### src/rtl/nic_irq_summary.sv
module nic_irq_summary #(
  parameter int DW       = 32,
  parameter int ST_W     = 3,
  parameter int RXST_LSB = 17,
  parameter int TXST_LSB = 20,
  parameter int B_TXDONE = 0,
  parameter int B_TXSTOP = 1,
  parameter int B_TXNBUF = 2,
  parameter int B_JABBER = 3,
  parameter int B_LNKOK  = 4,
  parameter int B_UNDER  = 5,
  parameter int B_RXDONE = 6,
  parameter int B_RXNBUF = 7,
  parameter int B_RXSTOP = 8,
  parameter int B_RXWDOG = 9,
  parameter int B_ERLYTX = 10,
  parameter int B_TIMER  = 11,
  parameter int B_LNKBAD = 12,
  parameter int B_ERLYRX = 14,
  parameter int B_ABN    = 15,
  parameter int B_NRM    = 16,
  parameter int B_GPIO   = 26,
  parameter int B_LNKCHG = 27,
  parameter logic [DW-1:0] STAT_RST = 32'hF000_0000,
  parameter logic [DW-1:0] EN_RST   = 32'hF3FE_0000
) (
  input  logic            clk,
  input  logic            rst_n,
  input  logic [DW-1:0]   cause_set,
  input  logic [ST_W-1:0] rx_state,
  input  logic [ST_W-1:0] tx_state,
  input  logic            reg_wr,
  input  logic            reg_sel,
  input  logic [DW-1:0]   reg_wdata,
  output logic [DW-1:0]   reg_rdata,
  output logic            irq
);

  localparam logic [DW-1:0] ONE = 1;
  localparam logic [DW-1:0] NRM_MASK =
    (ONE << B_TXDONE) | (ONE << B_TXNBUF) | (ONE << B_RXDONE) |
    (ONE << B_TIMER)  | (ONE << B_ERLYRX);
  localparam logic [DW-1:0] ABN_MASK =
    (ONE << B_TXSTOP) | (ONE << B_JABBER) | (ONE << B_LNKOK)  |
    (ONE << B_UNDER)  | (ONE << B_RXNBUF) | (ONE << B_RXSTOP) |
    (ONE << B_RXWDOG) | (ONE << B_ERLYTX) | (ONE << B_LNKBAD) |
    (ONE << B_GPIO)   | (ONE << B_LNKCHG);
  localparam logic [DW-1:0] CAUSE_MASK = NRM_MASK | ABN_MASK;
  localparam logic [DW-1:0] ST_ONES    = (ONE << ST_W) - ONE;
  localparam logic [DW-1:0] FIELD_MASK =
    CAUSE_MASK | (ONE << B_NRM) | (ONE << B_ABN) |
    (ST_ONES << RXST_LSB) | (ST_ONES << TXST_LSB);
  localparam logic [DW-1:0] FIXED_BITS = STAT_RST & ~FIELD_MASK;
  localparam logic NRM_RST = |(STAT_RST & EN_RST & NRM_MASK);
  localparam logic ABN_RST = |(STAT_RST & EN_RST & ABN_MASK);

  logic [DW-1:0] cause_q, en_q;
  logic          nrm_q, abn_q, irq_q;

  wire [DW-1:0] clr_vec = (reg_wr && !reg_sel) ? reg_wdata : '0;
  wire [DW-1:0] cause_d = ((cause_q & ~clr_vec) | cause_set) & CAUSE_MASK;
  wire [DW-1:0] en_d    = (reg_wr && reg_sel) ? reg_wdata : en_q;
  wire [DW-1:0] live_d  = cause_d & en_d;
  wire          nrm_d   = |(live_d & NRM_MASK);
  wire          abn_d   = |(live_d & ABN_MASK);
  wire          irq_d   = (nrm_d & en_d[B_NRM]) | (abn_d & en_d[B_ABN]);

  always_ff @(posedge clk) begin
    if (!rst_n) begin
      cause_q <= STAT_RST & CAUSE_MASK;
      en_q    <= EN_RST;
      nrm_q   <= NRM_RST;
      abn_q   <= ABN_RST;
      irq_q   <= (NRM_RST & EN_RST[B_NRM]) | (ABN_RST & EN_RST[B_ABN]);
    end else begin
      cause_q <= cause_d;
      en_q    <= en_d;
      nrm_q   <= nrm_d;
      abn_q   <= abn_d;
      irq_q   <= irq_d;
    end
  end

  wire [DW-1:0] status_word =
    FIXED_BITS | cause_q |
    (DW'(nrm_q) << B_NRM) | (DW'(abn_q) << B_ABN) |
    (DW'(rx_state) << RXST_LSB) | (DW'(tx_state) << TXST_LSB);

  assign reg_rdata = reg_sel ? en_q : status_word;
  assign irq       = irq_q;

endmodule

### config.mk
export PLATFORM = sky130hd
export DESIGN_NAME = nic_irq_summary
export DESIGN_NICKNAME = d
export VERILOG_FILES = /design/src/rtl/nic_irq_summary.sv
export SDC_FILE = /design/constraint.sdc
export NUM_CORES = 1
export LEC_CHECK = 0
export BUFFER_PORTS_ARGS = -buffer_cell sky130_fd_sc_hd__buf_4
export CAP_MARGIN = 20
export CORE_MARGIN = 10
export CORE_UTILIZATION = 45
export CTS_CLUSTER_DIAMETER = 120
export DETAILED_ROUTE_END_ITERATION = 8
export HOLD_SLACK_MARGIN = 0.08
export PLACE_DENSITY = 0.84
export SETUP_SLACK_MARGIN = 0.02
export SYNTH_ARGS = -nofsm -noshare
export SYNTH_HDL_FRONTEND = slang
export SYNTH_SLANG_ARGS = --single-unit
### constraint.sdc
create_clock -name clk -period 4.1 [get_ports clk]
set_clock_uncertainty 0.05 [all_clocks]
set_input_delay 0.205 -clock clk [delete_from_list [all_inputs] [get_ports clk]]
set_output_delay 0.205 -clock clk [all_outputs]
set_load 0.005 [all_outputs]
==> reports/qor.csv, run 1 <==
metric,value,unit
outcome,completed,
fp.dieH,97.27,um
via_per_inst,5.363,
antenna_found_initial,0,
cts_tree,built,
setup_viol,0,
portBuffers,90,
cts_buffers,5,
gp_congestion,0.7720,
grt_util_met1,0.1908,
cts_resized,0,
drtAntennaViolNets,0,
busiest_layer,met2,
startpoint_type,input pin,
period_share,0.5988,
synthToLayoutAreaGrowth,33.86,%
finalPower,1.159,mW
slowest_stage,nand2_1,
ir_drop,0.1852,mV
post-route-min-period,2455,ps
worstMarginPinSlew,826.4,ps
slew_viol_final,0,
fmax,407.3,MHz
cp.arrival,2610,ps
crit_path_start,reg_sel,
hold_viol,0,
p_per_area,322.2,nW/um^2
postSynthCellCount,343,
io_pins,107,
drtPass1Iterations,4,
place_hpwl,5297,um
post_cts.repair.setup_buffers,0,
hold-path-cell-count,3,
crit_chain,buf_4 > nand2_1 > buf_4 > nor2_1 > nor3_1 > nor4_2 > nand3_1 > a21o_1,
path_class,in -> reg,
path_clk_slew,90,ps
cts-hold-fix-buffers,13,
drive_gt1_frac,0.2940,
nNetsFinal,505,
start_util,0.4592,
rows,28,
yosys_register_bits,51,
hold_path_class,in -> reg,
timing.slew.headroom,0.4477,
final.setup.tns,0,ps
maxCapViolCount,0,
r2r_setup_slack,2550,ps
n_antenna_cell,0,
grtUsageMet3,0.06615,
clock-root-buffer,clkbuf_8,
grtUsageTotal,0.1571,
path_max_fanout,51,
synth_seq_area_share,0.3801,
drc,0,
grt_pass1_vias,2620,
die_w,97.27,um
crit_top_cell,buf_4,
clk-insertion-delay-late,300,ps
grt_use_met2,0.2546,
coreArea,5851,sq um
reg2reg_depth,6,
synth_nets,417,
worstReg2RegStart,en_q[14],
vias,2719,
dieArea,9460,sq um
cp-endpoint,irq,
endpoint_kind,flop,
required,4250,ps
cts_sinks,51,
ys_warn_count,0,
wire_per_inst,15.54,um
htreeDepth,2,
drtIter0Drc,189,
netlist_area,2686,sq um
synth_cell_types,26,
grt.overflow.total,0,
max_stage_delay,650,ps
grt_max_degree,52,
r2r_end,irq,
grt_pass1_wl,12840,um
clk_path_buf_depth,2,
drt-total-wl,7879,um
grt_setup_unrepaired,false,
syn_area_per_cell,7.832,sq um
fill_cells,516,
p_leak,1.533,nW
-- cells in the final DEF, fill, tap and decap left out, types with 2 or more instances in the layout --
cell / n
nor3_1: 15
dlygate4sd3_1: 13
o22ai_1: 14
nand2b_1: 4
nor2b_1: 19
buf_4: 93
clkbuf_8: 6
mux2_2: 24
a21boi_0: 18
a21oi_1: 32
and2_1: 6
nand3b_1: 16
nand3_1: 14
nand2_1: 81
dfxtp_1: 51
nor4_1: 2
nor2_1: 15
-- power by group --
part | switching (mW) | total [mW] | internal (mW)
Combinational | 0.112 | 0.249 | 0.136
Sequential | 0.0203 | 0.547 | 0.527
Clock | 0.165 | 0.363 | 0.198
-- area by class of cell --
class | count | area [sq um] | share of cell area
multi-input combinational | 267 | 1535 | 0.4269
tap | 75 | 93.84 | 0.02610
timing repair buffer | 106 | 828.3 | 0.2303
sequential | 51 | 1021 | 0.2839
clock inverter | 2 | 35.03 | 0.009743
clock buffer | 6 | 82.58 | 0.02296
-- cell families after synthesis --
group | after synthesis | synth area share
multiplexers | 24 | 0.1006
buffers and inverters | 25 | 0.04843
flip-flops | 51 | 0.3801
AND/OR/NAND/NOR | 173 | 0.3097
AO/OA/AOI/OAI | 70 | 0.1612
-- worst max-delay path, delay by kind of cell --
kind            cells  cell delay, ps
compound gates      1             200
buf+inv             2             910
simple gates        5            1250
-- sequential cells by signal, indices dropped and copies added, names as in the netlist --
signal   flops
en_q        32
abn_q        1
cause_q     16
nrm_q        1
irq          1
-- Yosys cell counts (all sizes together) --
| library cell | number | area (sq um) |
|---|---|---|
| a21boi | 19 | 142.6 |
| clkbuf | 15 | 56.30 |
| nand2 | 81 | 304.0 |
| and2 | 6 | 37.54 |
| o22a | 1 | 8.760 |
| a21o | 1 | 7.510 |
| nand3 | 14 | 70.07 |
| nor2b | 19 | 118.9 |
| nand3b | 16 | 120.1 |
| mux2 | 24 | 270.3 |
| nor2 | 15 | 56.30 |
| nor3 | 15 | 75.07 |
| o32ai | 1 | 8.760 |
| nand2b | 4 | 25.02 |
| o22ai | 15 | 100.1 |
| a21oi | 32 | 160.2 |
| nor4 | 3 | 25.02 |
| buf | 10 | 73.81 |
| o21ai | 1 | 5.000 |
| dfxtp | 51 | 1021 |
-- metal layers --
metal	vias up	part of all wire
met5	-	0
met4	0	0.0037
met3	4	0.093
met2	95	0.48
met1	1267	0.42
li1	1353	-
-- metrics by stage --
step                instance area (sq um)  hold slack (ps)    util  setup WS, ps  cells
detailed placement                   3348            366.9  0.5723          1287    486
finish                               3596            99.20  0.6146          1645    507
CTS                                  3596            90.52  0.6146          1621    507
floorplan                            2686            279.0       -          2647    343
global placement                     3348            363.2  0.5723          1322    486
global route                         3596            103.0  0.6146          1445    507
-- worst min-delay path by stage --
stage,from,end
5_1_grt,cause_set[5],cause_q[5]
6_report,cause_set[2],cause_q[2]
4_1_cts,cause_set[0],cause_q[0]
3_3_place_gp,reg_wdata[29],en_q[29]
2_1_floorplan,reg_wdata[17],en_q[17]
3_5_place_dp,reg_wdata[20],en_q[20]
Power figures use the tool's default switching activity.
==> run 2: changes to the inputs <==
==> constraint.sdc (replaced) <==
create_clock -name clk -period 2.5 [get_ports clk]
set_clock_uncertainty 0.05 [all_clocks]
set_input_delay 0.125 -clock clk [delete_from_list [all_inputs] [get_ports clk]]
set_output_delay 0.125 -clock clk [all_outputs]
set_load 0.005 [all_outputs]
==> run 2 against run 1 <==
  * Critical path depth did not move
  * Combinational power rose by 85%
  * Non-clock buffer count rose by 37
  * Cell area rose by 9.7%
  * Core utilization rose by 6.0 points
  * Die area did not move
  * Highest routed layer unchanged
==> reports/qor.csv, run 2 (synthesis results as in run 1) <==
metric,value,unit,change
outcome,completed,,unchanged
clock-root-buffer,clkbuf_8,,unchanged
grt_max_degree,51,,was 52
fmax,557.7,MHz,
timing.slew.headroom,0.6642,,was 0.4477
nNetsFinal,542,,was 505
cts_sinks,51,,unchanged
startpoint_type,input pin,,unchanged
drtAntennaViolNets,0,,unchanged
post_cts.repair.setup_buffers,0,,unchanged
cts_tree,built,,unchanged
grt.overflow.total,0,,unchanged
drtIter0Drc,179,,was 189
portBuffers,90,,unchanged
gp_congestion,0.7711,,was 0.7720
drive_gt1_frac,0.2714,,was 0.2940
clk-insertion-delay-late,300,ps,about the same
period_share,0.7173,,
cp.arrival,1940,ps,was 2610 ps
rows,28,,unchanged
cts_buffers,5,,unchanged
final_common_cell,buf_4,,unchanged
dieArea,9460,sq um,unchanged
maxCapViolCount,0,,unchanged
n_antenna_cell,0,,unchanged
final.setup.tns,0,ps,unchanged
via_per_inst,5.284,,was 5.363
io_pins,107,,unchanged
fill_cells,472,,was 516
grt_setup_unrepaired,false,,unchanged
fp.dieH,97.27,um,unchanged
path_class,in -> reg,,unchanged
required,2650,ps,was 4250 ps
drtPass1Iterations,5,,was 4
hold_viol,0,,unchanged
post-route-min-period,1793,ps,
p_per_area,484.5,nW/um^2,was 322.2 nW/um^2
worstMarginPinSlew,499.0,ps,was 826.4 ps
drt-total-wl,8660,um,was 7879 um
slew_viol_final,0,,unchanged
path_clk_slew,90,ps,about the same
wire_per_inst,15.95,um,was 15.54 um
setup_viol,0,,unchanged
path_max_fanout,3,,was 51
die_w,97.27,um,unchanged
endpoint_kind,flop,,unchanged
grtUsageTotal,0.1767,,was 0.1571
grt_pass1_vias,2916,,was 2620
vias,2869,,was 2719
p_leak,1.679,nW,was 1.533 nW
coreArea,5851,sq um,unchanged
largest-register,en_q,,unchanged
clk_path_buf_depth,2,,unchanged
place_hpwl,5505,um,was 5297 um
final_cell_mix,"buf_4 (95), nand2_1 (81), dfxtp_1 (51), dlygate4sd3_1 (48), a21oi_1 (32)",,"was buf_4 (93), nand2_1 (81), dfxtp_1 (51), a21oi_1 (32), mux2_2 (24)"
synthToLayoutAreaGrowth,46.90,%,was 33.86%
reg_top3,"en_q (32), cause_q (16)",,unchanged
htreeDepth,2,,unchanged
finalPower,1.912,mW,was 1.159 mW
hold_path_class,in -> reg,,unchanged
drc,0,,unchanged
antenna_found_initial,0,,unchanged
start_util,0.4592,,unchanged
grt_pass1_wl,14280,um,was 12840 um
ir_drop,0.3235,mV,was 0.1852 mV
largest_register_ffs,32,,unchanged
[run 2: cell count changes in the layout (fill, tap and decap cells not counted), sizes merged]
cell / change
buf: +2
dlygate4sd3: +35
clkinv: -1
[run 2: what timing repair did]
action / 4_1_cts / 5_1_grt
endpoints found under the setup margin: 0 / 0
endpoints found under the hold margin: 48 / 0
resized for setup: 0 / 0
hold buffers: 48 / 0
[run 2: report_power, final]
part	internal, mW	switching [mW]	leakage, nW
Combinational	0.261	0.198	1.21
Sequential	0.864	0.0335	0.422
Clock	0.294	0.261	0.0513
Total	1.42	0.493	1.68
[run 2: path summary, 6_finish.rpt]
kind / startpoint / to / slack (ps) / cells past startpoint
setup / recovery: cause_set[10] / irq / 710 / 8
hold / removal: rst_n / en_q[30] / 170 / 2
setup reg to reg: en_q[14] / irq / 1000 / 6
hold reg to reg: en_q[16] / en_q[16] / 420 / 2
[run 2: final cells by class]
type / instances / area (sq um) / area share
clock buffers: 6 / 72.57 / 0.01839
well taps: 75 / 93.84 / 0.02378
multi-input cells: 267 / 1535 / 0.3890
flip-flops and latches: 51 / 1021 / 0.2587
clock inverters: 1 / 30.03 / 0.007609
repair buffers: 143 / 1194 / 0.3025
[run 2: critical path, stage by stage]
cell and delay (ps):
dlygate4sd3_1 540, buf_4 140, nand3b_1 140, a21oi_1 160
nor3_1 80, nor4_1 370, nand3_1 180, a21o_1 200
[run 2: metal layers]
| metal | track usage | wire length (um) |
|---|---|---|
| met1 | 0.1969 | 3503 |
| met2 | 0.3004 | 4217 |
| met3 | 0.07966 | 805 |
| met4 | 0.04251 | 133 |
| met5 | 0 | 0 |
[run 2: stage by stage]
| step | util | hold slack, ps | cells | cell area [sq um] | worst slack, ps |
|---|---|---|---|---|---|
| after global routing | 0.6745 | 190.0 | 543 | 3946 | 564.9 |
| after CTS | 0.6745 | 163.4 | 543 | 3946 | 709.9 |
| after detailed placement | 0.5749 | 289.3 | 488 | 3363 | 491.5 |
| after floorplan | - | 199.0 | 343 | 2686 | 1127 |
| after global placement | 0.5749 | 283.0 | 488 | 3363 | 503.3 |
| final | 0.6745 | 173.4 | 543 | 3946 | 706.9 |
